### src/rtl/plink_pkg.sv
package plink_pkg;

    typedef enum logic [2:0] {
        ST_IDLE       = 3'd0,
        ST_TX_ARM     = 3'd1,
        ST_TX_STROBE  = 3'd2,
        ST_TX_RELEASE = 3'd3,
        ST_RX_ARM     = 3'd4,
        ST_RX_RELEASE = 3'd5,
        ST_ABORT      = 3'd6
    } plink_state_e;

    // One bundle of the three handshake strobes, used for both directions.
    typedef struct packed {
        logic dav;
        logic rfd;
        logic dac;
    } plink_strobes_t;

    localparam int STROBE_W = $bits(plink_strobes_t);

    // Host strobes are a pure decode of the state register.
    function automatic plink_strobes_t strobes_of(plink_state_e s);
        plink_strobes_t r;
        r = '0;
        case (s)
            ST_TX_STROBE:  r.dav = 1'b1;
            ST_RX_ARM:     r.rfd = 1'b1;
            ST_RX_RELEASE: r.dac = 1'b1;
            default:       r = '0;
        endcase
        return r;
    endfunction

endpackage

### src/rtl/plink_sync.sv
module plink_sync #(
    parameter int WIDTH  = 3,
    parameter int STAGES = 2
) (
    input  logic             clk,
    input  logic             rst,
    input  logic [WIDTH-1:0] din,
    output logic [WIDTH-1:0] dout
);

    for (genvar g = 0; g < STAGES; g++) begin : g_stage
        logic [WIDTH-1:0] q;
        if (g == 0) begin : g_first
            always_ff @(posedge clk) begin
                if (rst) q <= '0;
                else     q <= din;
            end
        end else begin : g_next
            always_ff @(posedge clk) begin
                if (rst) q <= '0;
                else     q <= g_stage[g-1].q;
            end
        end
    end

    assign dout = g_stage[STAGES-1].q;

endmodule

### src/rtl/plink_watch.sv
module plink_watch #(
    parameter int STALL_LIMIT = 1024
) (
    input  logic clk,
    input  logic rst,
    input  logic busy,
    input  logic progress,
    output logic stalled
);

    localparam int CW = $clog2(STALL_LIMIT + 1);
    localparam logic [CW-1:0] LIMIT_V = CW'(STALL_LIMIT);

    logic [CW-1:0] wait_q;

    always_ff @(posedge clk) begin
        if (rst || !busy || progress) begin
            wait_q <= '0;
        end else if (wait_q != LIMIT_V) begin
            wait_q <= wait_q + 1'b1;
        end
    end

    assign stalled = (wait_q == LIMIT_V);


    stall_idle_clear_chk: assert property (@(posedge clk) disable iff (rst)
        (!busy || progress) |=> !stalled);

endmodule

### src/rtl/plink_ctrl.sv
module plink_ctrl
    import plink_pkg::*;
#(
    parameter int DATA_W = 8
) (
    input  logic              clk,
    input  logic              rst,
    input  logic              tx_valid,
    input  logic              tx_cmd,
    input  logic [DATA_W-1:0] tx_data,
    output logic              tx_ready,
    input  logic              rx_ready,
    output logic              rx_valid,
    output logic [DATA_W-1:0] rx_data,
    input  logic              abort_req,
    input  plink_strobes_t    peer_s,
    input  logic [DATA_W-1:0] peer_din,
    output logic              link_atn,
    output plink_strobes_t    link_s,
    output logic [DATA_W-1:0] link_dout,
    output logic              busy,
    output logic              progress
);

    plink_state_e      state_q, state_d;
    logic [DATA_W-1:0] dout_q, rx_data_q;
    logic              rx_valid_q, atn_q;
    logic              tx_take, rx_take, peer_acked;

    assign tx_ready   = (state_q == ST_IDLE) && !abort_req;
    assign tx_take    = tx_ready && tx_valid;
    assign rx_take    = (state_q == ST_RX_ARM) && peer_s.dav && !abort_req;
    assign peer_acked = (state_q == ST_TX_STROBE) && peer_s.dac;

    always_comb begin
        state_d = state_q;
        unique case (state_q)
            ST_IDLE: begin
                if (tx_valid)      state_d = ST_TX_ARM;
                else if (rx_ready) state_d = ST_RX_ARM;
            end
            ST_TX_ARM:     if (peer_s.rfd)  state_d = ST_TX_STROBE;
            ST_TX_STROBE:  if (peer_s.dac)  state_d = ST_TX_RELEASE;
            ST_TX_RELEASE: if (!peer_s.dac) state_d = ST_IDLE;
            ST_RX_ARM:     if (peer_s.dav)  state_d = ST_RX_RELEASE;
            ST_RX_RELEASE: if (!peer_s.dav) state_d = ST_IDLE;
            ST_ABORT:      if (!peer_s.dav && !peer_s.dac) state_d = ST_IDLE;
            default:       state_d = ST_IDLE;
        endcase
        if (abort_req && state_q != ST_ABORT) state_d = ST_ABORT;
    end

    always_ff @(posedge clk) begin
        if (rst) begin
            state_q    <= ST_IDLE;
            dout_q     <= '0;
            rx_data_q  <= '0;
            rx_valid_q <= 1'b0;
            atn_q      <= 1'b0;
        end else begin
            state_q    <= state_d;
            rx_valid_q <= rx_take;
            if (tx_take) dout_q    <= tx_data;
            if (rx_take) rx_data_q <= peer_din;
            if (abort_req)                 atn_q <= 1'b1;
            else if (tx_take && tx_cmd)    atn_q <= 1'b1;
            else if (peer_acked)           atn_q <= 1'b0;
        end
    end

    assign link_s    = strobes_of(state_q);
    assign link_dout = dout_q;
    assign link_atn  = atn_q;
    assign rx_valid  = rx_valid_q;
    assign rx_data   = rx_data_q;
    assign busy      = (state_q != ST_IDLE);
    assign progress  = (state_d != state_q);


    strobe_excl_chk: assert property (@(posedge clk) disable iff (rst)
        $onehot0({link_s.dav, link_s.rfd, link_s.dac}));


    dout_hold_chk: assert property (@(posedge clk) disable iff (rst)
        link_s.dav |=> $stable(link_dout));


    dav_release_chk: assert property (@(posedge clk) disable iff (rst)
        ($fell(link_s.dav) && !$past(abort_req)) |-> $past(peer_s.dac));


    abort_quiet_chk: assert property (@(posedge clk) disable iff (rst)
        abort_req |=> (link_atn && !link_s.dav && !link_s.rfd && !link_s.dac));


    rx_pulse_chk: assert property (@(posedge clk) disable iff (rst)
        rx_valid |=> !rx_valid);


    atn_drop_chk: assert property (@(posedge clk) disable iff (rst)
        $fell(link_atn) |-> $past(peer_s.dac));

endmodule

### src/rtl/plink_host.sv
module plink_host
    import plink_pkg::*;
#(
    parameter int DATA_W      = 8,
    parameter int SYNC_STAGES = 2,
    parameter int STALL_LIMIT = 1024
) (
    input  logic              clk,
    input  logic              rst,
    input  logic              tx_valid,
    input  logic              tx_cmd,
    input  logic [DATA_W-1:0] tx_data,
    output logic              tx_ready,
    input  logic              rx_ready,
    output logic              rx_valid,
    output logic [DATA_W-1:0] rx_data,
    input  logic              abort_req,
    output logic              stalled,
    output logic              link_atn,
    output logic              link_dav,
    output logic              link_rfd,
    output logic              link_dac,
    output logic [DATA_W-1:0] link_dout,
    input  logic              peer_dav,
    input  logic              peer_rfd,
    input  logic              peer_dac,
    input  logic [DATA_W-1:0] peer_din
);

    plink_strobes_t       peer_raw, peer_s, host_s;
    logic [STROBE_W-1:0]  peer_sync_bits;
    logic                 busy, progress;

    assign peer_raw = '{dav: peer_dav, rfd: peer_rfd, dac: peer_dac};

    plink_sync #(
        .WIDTH  (STROBE_W),
        .STAGES (SYNC_STAGES)
    ) u_sync (
        .clk  (clk),
        .rst  (rst),
        .din  (peer_raw),
        .dout (peer_sync_bits)
    );

    assign peer_s = peer_sync_bits;

    plink_ctrl #(
        .DATA_W (DATA_W)
    ) u_ctrl (
        .clk       (clk),
        .rst       (rst),
        .tx_valid  (tx_valid),
        .tx_cmd    (tx_cmd),
        .tx_data   (tx_data),
        .tx_ready  (tx_ready),
        .rx_ready  (rx_ready),
        .rx_valid  (rx_valid),
        .rx_data   (rx_data),
        .abort_req (abort_req),
        .peer_s    (peer_s),
        .peer_din  (peer_din),
        .link_atn  (link_atn),
        .link_s    (host_s),
        .link_dout (link_dout),
        .busy      (busy),
        .progress  (progress)
    );

    plink_watch #(
        .STALL_LIMIT (STALL_LIMIT)
    ) u_watch (
        .clk      (clk),
        .rst      (rst),
        .busy     (busy),
        .progress (progress),
        .stalled  (stalled)
    );

    assign link_dav = host_s.dav;
    assign link_rfd = host_s.rfd;
    assign link_dac = host_s.dac;

endmodule

### config.mk
export PLATFORM = sky130hd
export DESIGN_NAME = plink_host
export DESIGN_NICKNAME = d
export VERILOG_FILES = /design/src/rtl/plink_pkg.sv /design/src/rtl/plink_sync.sv /design/src/rtl/plink_watch.sv /design/src/rtl/plink_ctrl.sv /design/src/rtl/plink_host.sv
export SDC_FILE = /design/constraint.sdc
export NUM_CORES = 1
export LEC_CHECK = 0
export BUFFER_PORTS_ARGS = -buffer_cell sky130_fd_sc_hd__buf_4
export CORE_MARGIN = 2
export CORE_UTILIZATION = 46
export DETAILED_ROUTE_END_ITERATION = 10
export PLACE_DENSITY_LB_ADDON = 0.25
export SLEW_MARGIN = 0
export SYNTH_ARGS = -nofsm -noshare
export SYNTH_HDL_FRONTEND = slang
export SYNTH_SLANG_ARGS = --single-unit
### constraint.sdc
create_clock -name clk -period 1.6 [get_ports clk]
set_input_delay 0.32 -clock clk [delete_from_list [all_inputs] [get_ports clk]]
set_output_delay 0.32 -clock clk [all_outputs]
set_load 0.01 [all_outputs]
==> reports/results.ini <==
[floorplanning]
floorplan.initialDensity_pct=49.3
dieArea_um2=4160
fp-row-count=21
die_w_um=64.5
num_io_pins=48
chipHeight_um=64.5
core_um2=3420

[sta]
tightest_slew_ns=0.318
hold_violations=0
timing.final.ws_setup_ns=-0.0715
max_freq_mhz=598
fin_hold_ws_ns=0.164
setup_viol=3
rsz0062_at_grt=true
slew_headroom_pct=78.6
finalClockSkew_ns=0.00908
drv_slew=0
post-route-min-period_ns=1.67
post-route-period-util_pct=104

[finish]
multiInputGateArea_um2=1000
regArea_um2=787
antennaDiodeCount=0
fin_nets=275
syn_to_final_growth_pct=55.8
fillers=221
layout-drive-gt1-share_pct=49.0

[clocking]
clk_latency_ns=0.35
hold_buffers=0
clkSlewWorstSetupHoldPaths_ns=0.12
clockBufferDepth=2
h-tree-depth=2
cts_root_buf=clkbuf_4
cts_tree=done
clkSinkCount=38
numCtsBuffers=5

[worst_setup_path]
end_kind=output pin
crit_chain=nor4_4 -> nand4b_1 -> inv_1 -> buf_4
critPathMaxFanout=3
critPathArrivalTime_ns=1.35
cpPeakStageDelay_ns=0.38
startpoint_type=flip-flop
slowest_stage=dfxtp_4
path_class=flip-flop to output pin
cp.required_ns=1.28

[place]
place_worst_setup_slack_ns=0.0267
dp.final_hpwl_um=2840
place.gp.congestion=0.884
port_buffers=47

[routing]
ant_nets=0
via_count=1614
route.detailed.drc=0
first_pass_iters=4
wl_um=4670
drt_iter0_drc=99
viasPerCell=5.47
routedWlPerCell_um=15.8

[yosys]
synthArstFlopShare_pct=0
synth_seq_cells=38
netlist.top_cell.by_area=dfxtp_1
synthCells=178
yosysSeqAreaShare_pct=45.2
synth_area_um2=1680
synthTopCellsByArea=dfxtp_1 (45%), mux2i_1 (10%), nor2_1 (4.7%)
synth_edf_count=0
synth_cell_types=42
synth_fp_nets=205
syn_area_per_cell_um2=9.45
ys_warn_count=0
netlist.area_leader.share_pct=45.2
synth_flop_cell=dfxtp_1

[hold_path]
hp-class=input port to flip-flop

[power]
power.leakage_uw=0.00108
p_per_area_nw_per_um2=862
ir_drop_mv=0.544

[global_route]
grt_start_max_net_pins=29
antenna_found_initial=0
grt_pass1_wl_um=6960
grt_pass1_vias=1570
overflow=0
gr-usage-all-layers_pct=21.8

[status]
status=finished with violations
violations=negative setup slack

[job]
drv_cap=0

==> kinds of logic after synthesis <==
group | after synthesis | synth area share [%]
XOR/XNOR | 9 | 4.68
buffers and inverters | 17 | 5.35
AO/OA/AOI/OAI | 19 | 8.33
multiplexers | 18 | 10.8
AND/OR/NAND/NOR | 75 | 24.2
adder cells (fa/ha/maj) | 2 | 1.49
flip-flops | 38 | 45.2
==> cells in the final DEF (no fill, tap or decap), drive strengths merged, types with 6 or more instances in the layout <==
cell type  synthesis  layout
buf                6      74
a21oi              6       6
mux2i             17      17
dfxtp             38      38
clkbuf             6       7
nor3              11      11
nor2              21      21
xor2               7       7
nor2b              9       9
==> where the power goes <==
| part | internal, uW | leakage (uW) | switching (uW) |
|---|---|---|---|
| clock | 529 | 0.0000585 | 327 |
| combinational | 219 | 0.000711 | 189 |
| sequential | 971 | 0.000315 | 25.4 |
| total | 1720 | 0.00108 | 541 |
==> metrics by stage <==
step	total power, uW	TNS, ns	util [%]	instances	instance area [um^2]
2_1_floorplan	1180	0	-	178	1690
3_3_place_gp	1310	0	63.2	274	2160
3_5_place_dp	1320	0	63.2	274	2160
4_1_cts	2190	-0.0310	69.4	287	2370
5_1_grt	2350	-1.21	76.7	295	2620
6_report	2260	-0.116	76.7	295	2620
==> state kept, by name, indices dropped and copies added, names as in the netlist <==
name / count
u_sync.g_stage.q: 3
u_ctrl.rx_data: 8
u_ctrl.link_atn: 1
u_sync.dout: 3
u_watch.wait_q: 11
u_ctrl.link_dout: 8
u_ctrl.rx_valid: 1
u_ctrl.state_q: 3
==> synth_stat cells, types with 3 or more instances <==
cell / number
clkbuf_1: 5
nand2_1: 5
xor2_1: 7
nor4_1: 3
nor2b_1: 9
a21oi_1: 6
nand4_1: 3
nor3_1: 11
and3_1: 3
inv_1: 5
dfxtp_1: 38
nor2_1: 21
mux2i_1: 17
nand2b_1: 3
nand3_1: 4
==> what timing repair did <==
item	4_1_cts	5_1_grt
buffers inserted	5	4
endpoints found under the setup margin	11	25
pin swaps	4	13
resized for setup	19	44
gates cloned	0	4
==> worst paths after layout <==
path,startpoint,end,slack [ns],cells past startpoint
setup / recovery,u_watch.wait_q[5]$_SDFFE_PP0N_,stalled,-0.07,4
hold / removal,peer_rfd,u_sync.g_stage[0].q[1]$_SDFF_PP0_,0.16,2
setup reg to reg,u_ctrl.state_q[1]$_SDFF_PP0_,u_ctrl.link_dout[2]$_SDFFE_PP0P_,-0.01,7
hold reg to reg,u_sync.g_stage[0].q[0]$_SDFF_PP0_,u_sync.dout[0]$_SDFF_PP0_,0.45,1
==> cell type report <==
type / instances / area share (%)
sequential: 38 / 30.0
clock inverter: 2 / 2.29
inverter: 5 / 0.907
multi-input combinational: 123 / 38.2
tap: 46 / 2.20
timing repair buffer: 75 / 24.4
clock buffer: 6 / 1.96
==> metal layers <==
| layer | vias up | global-route usage [%] | share of wire (%) |
|---|---|---|---|
| met5 | - | 0 | 0 |
| met4 | 0 | 10.1 | 3.3 |
| met3 | 19 | 5.73 | 5.6 |
| met2 | 71 | 38.0 | 49 |
| met1 | 762 | 25.0 | 42 |
| li1 | 762 | - | - |
==> worst max-delay path, delay by kind of cell, from the launching register on <==
kind	cells	cell delay [ns]
buf+inv	2	0.18
flops	1	0.38
simple gates	2	0.44
(Power assumes the default switching activity.)
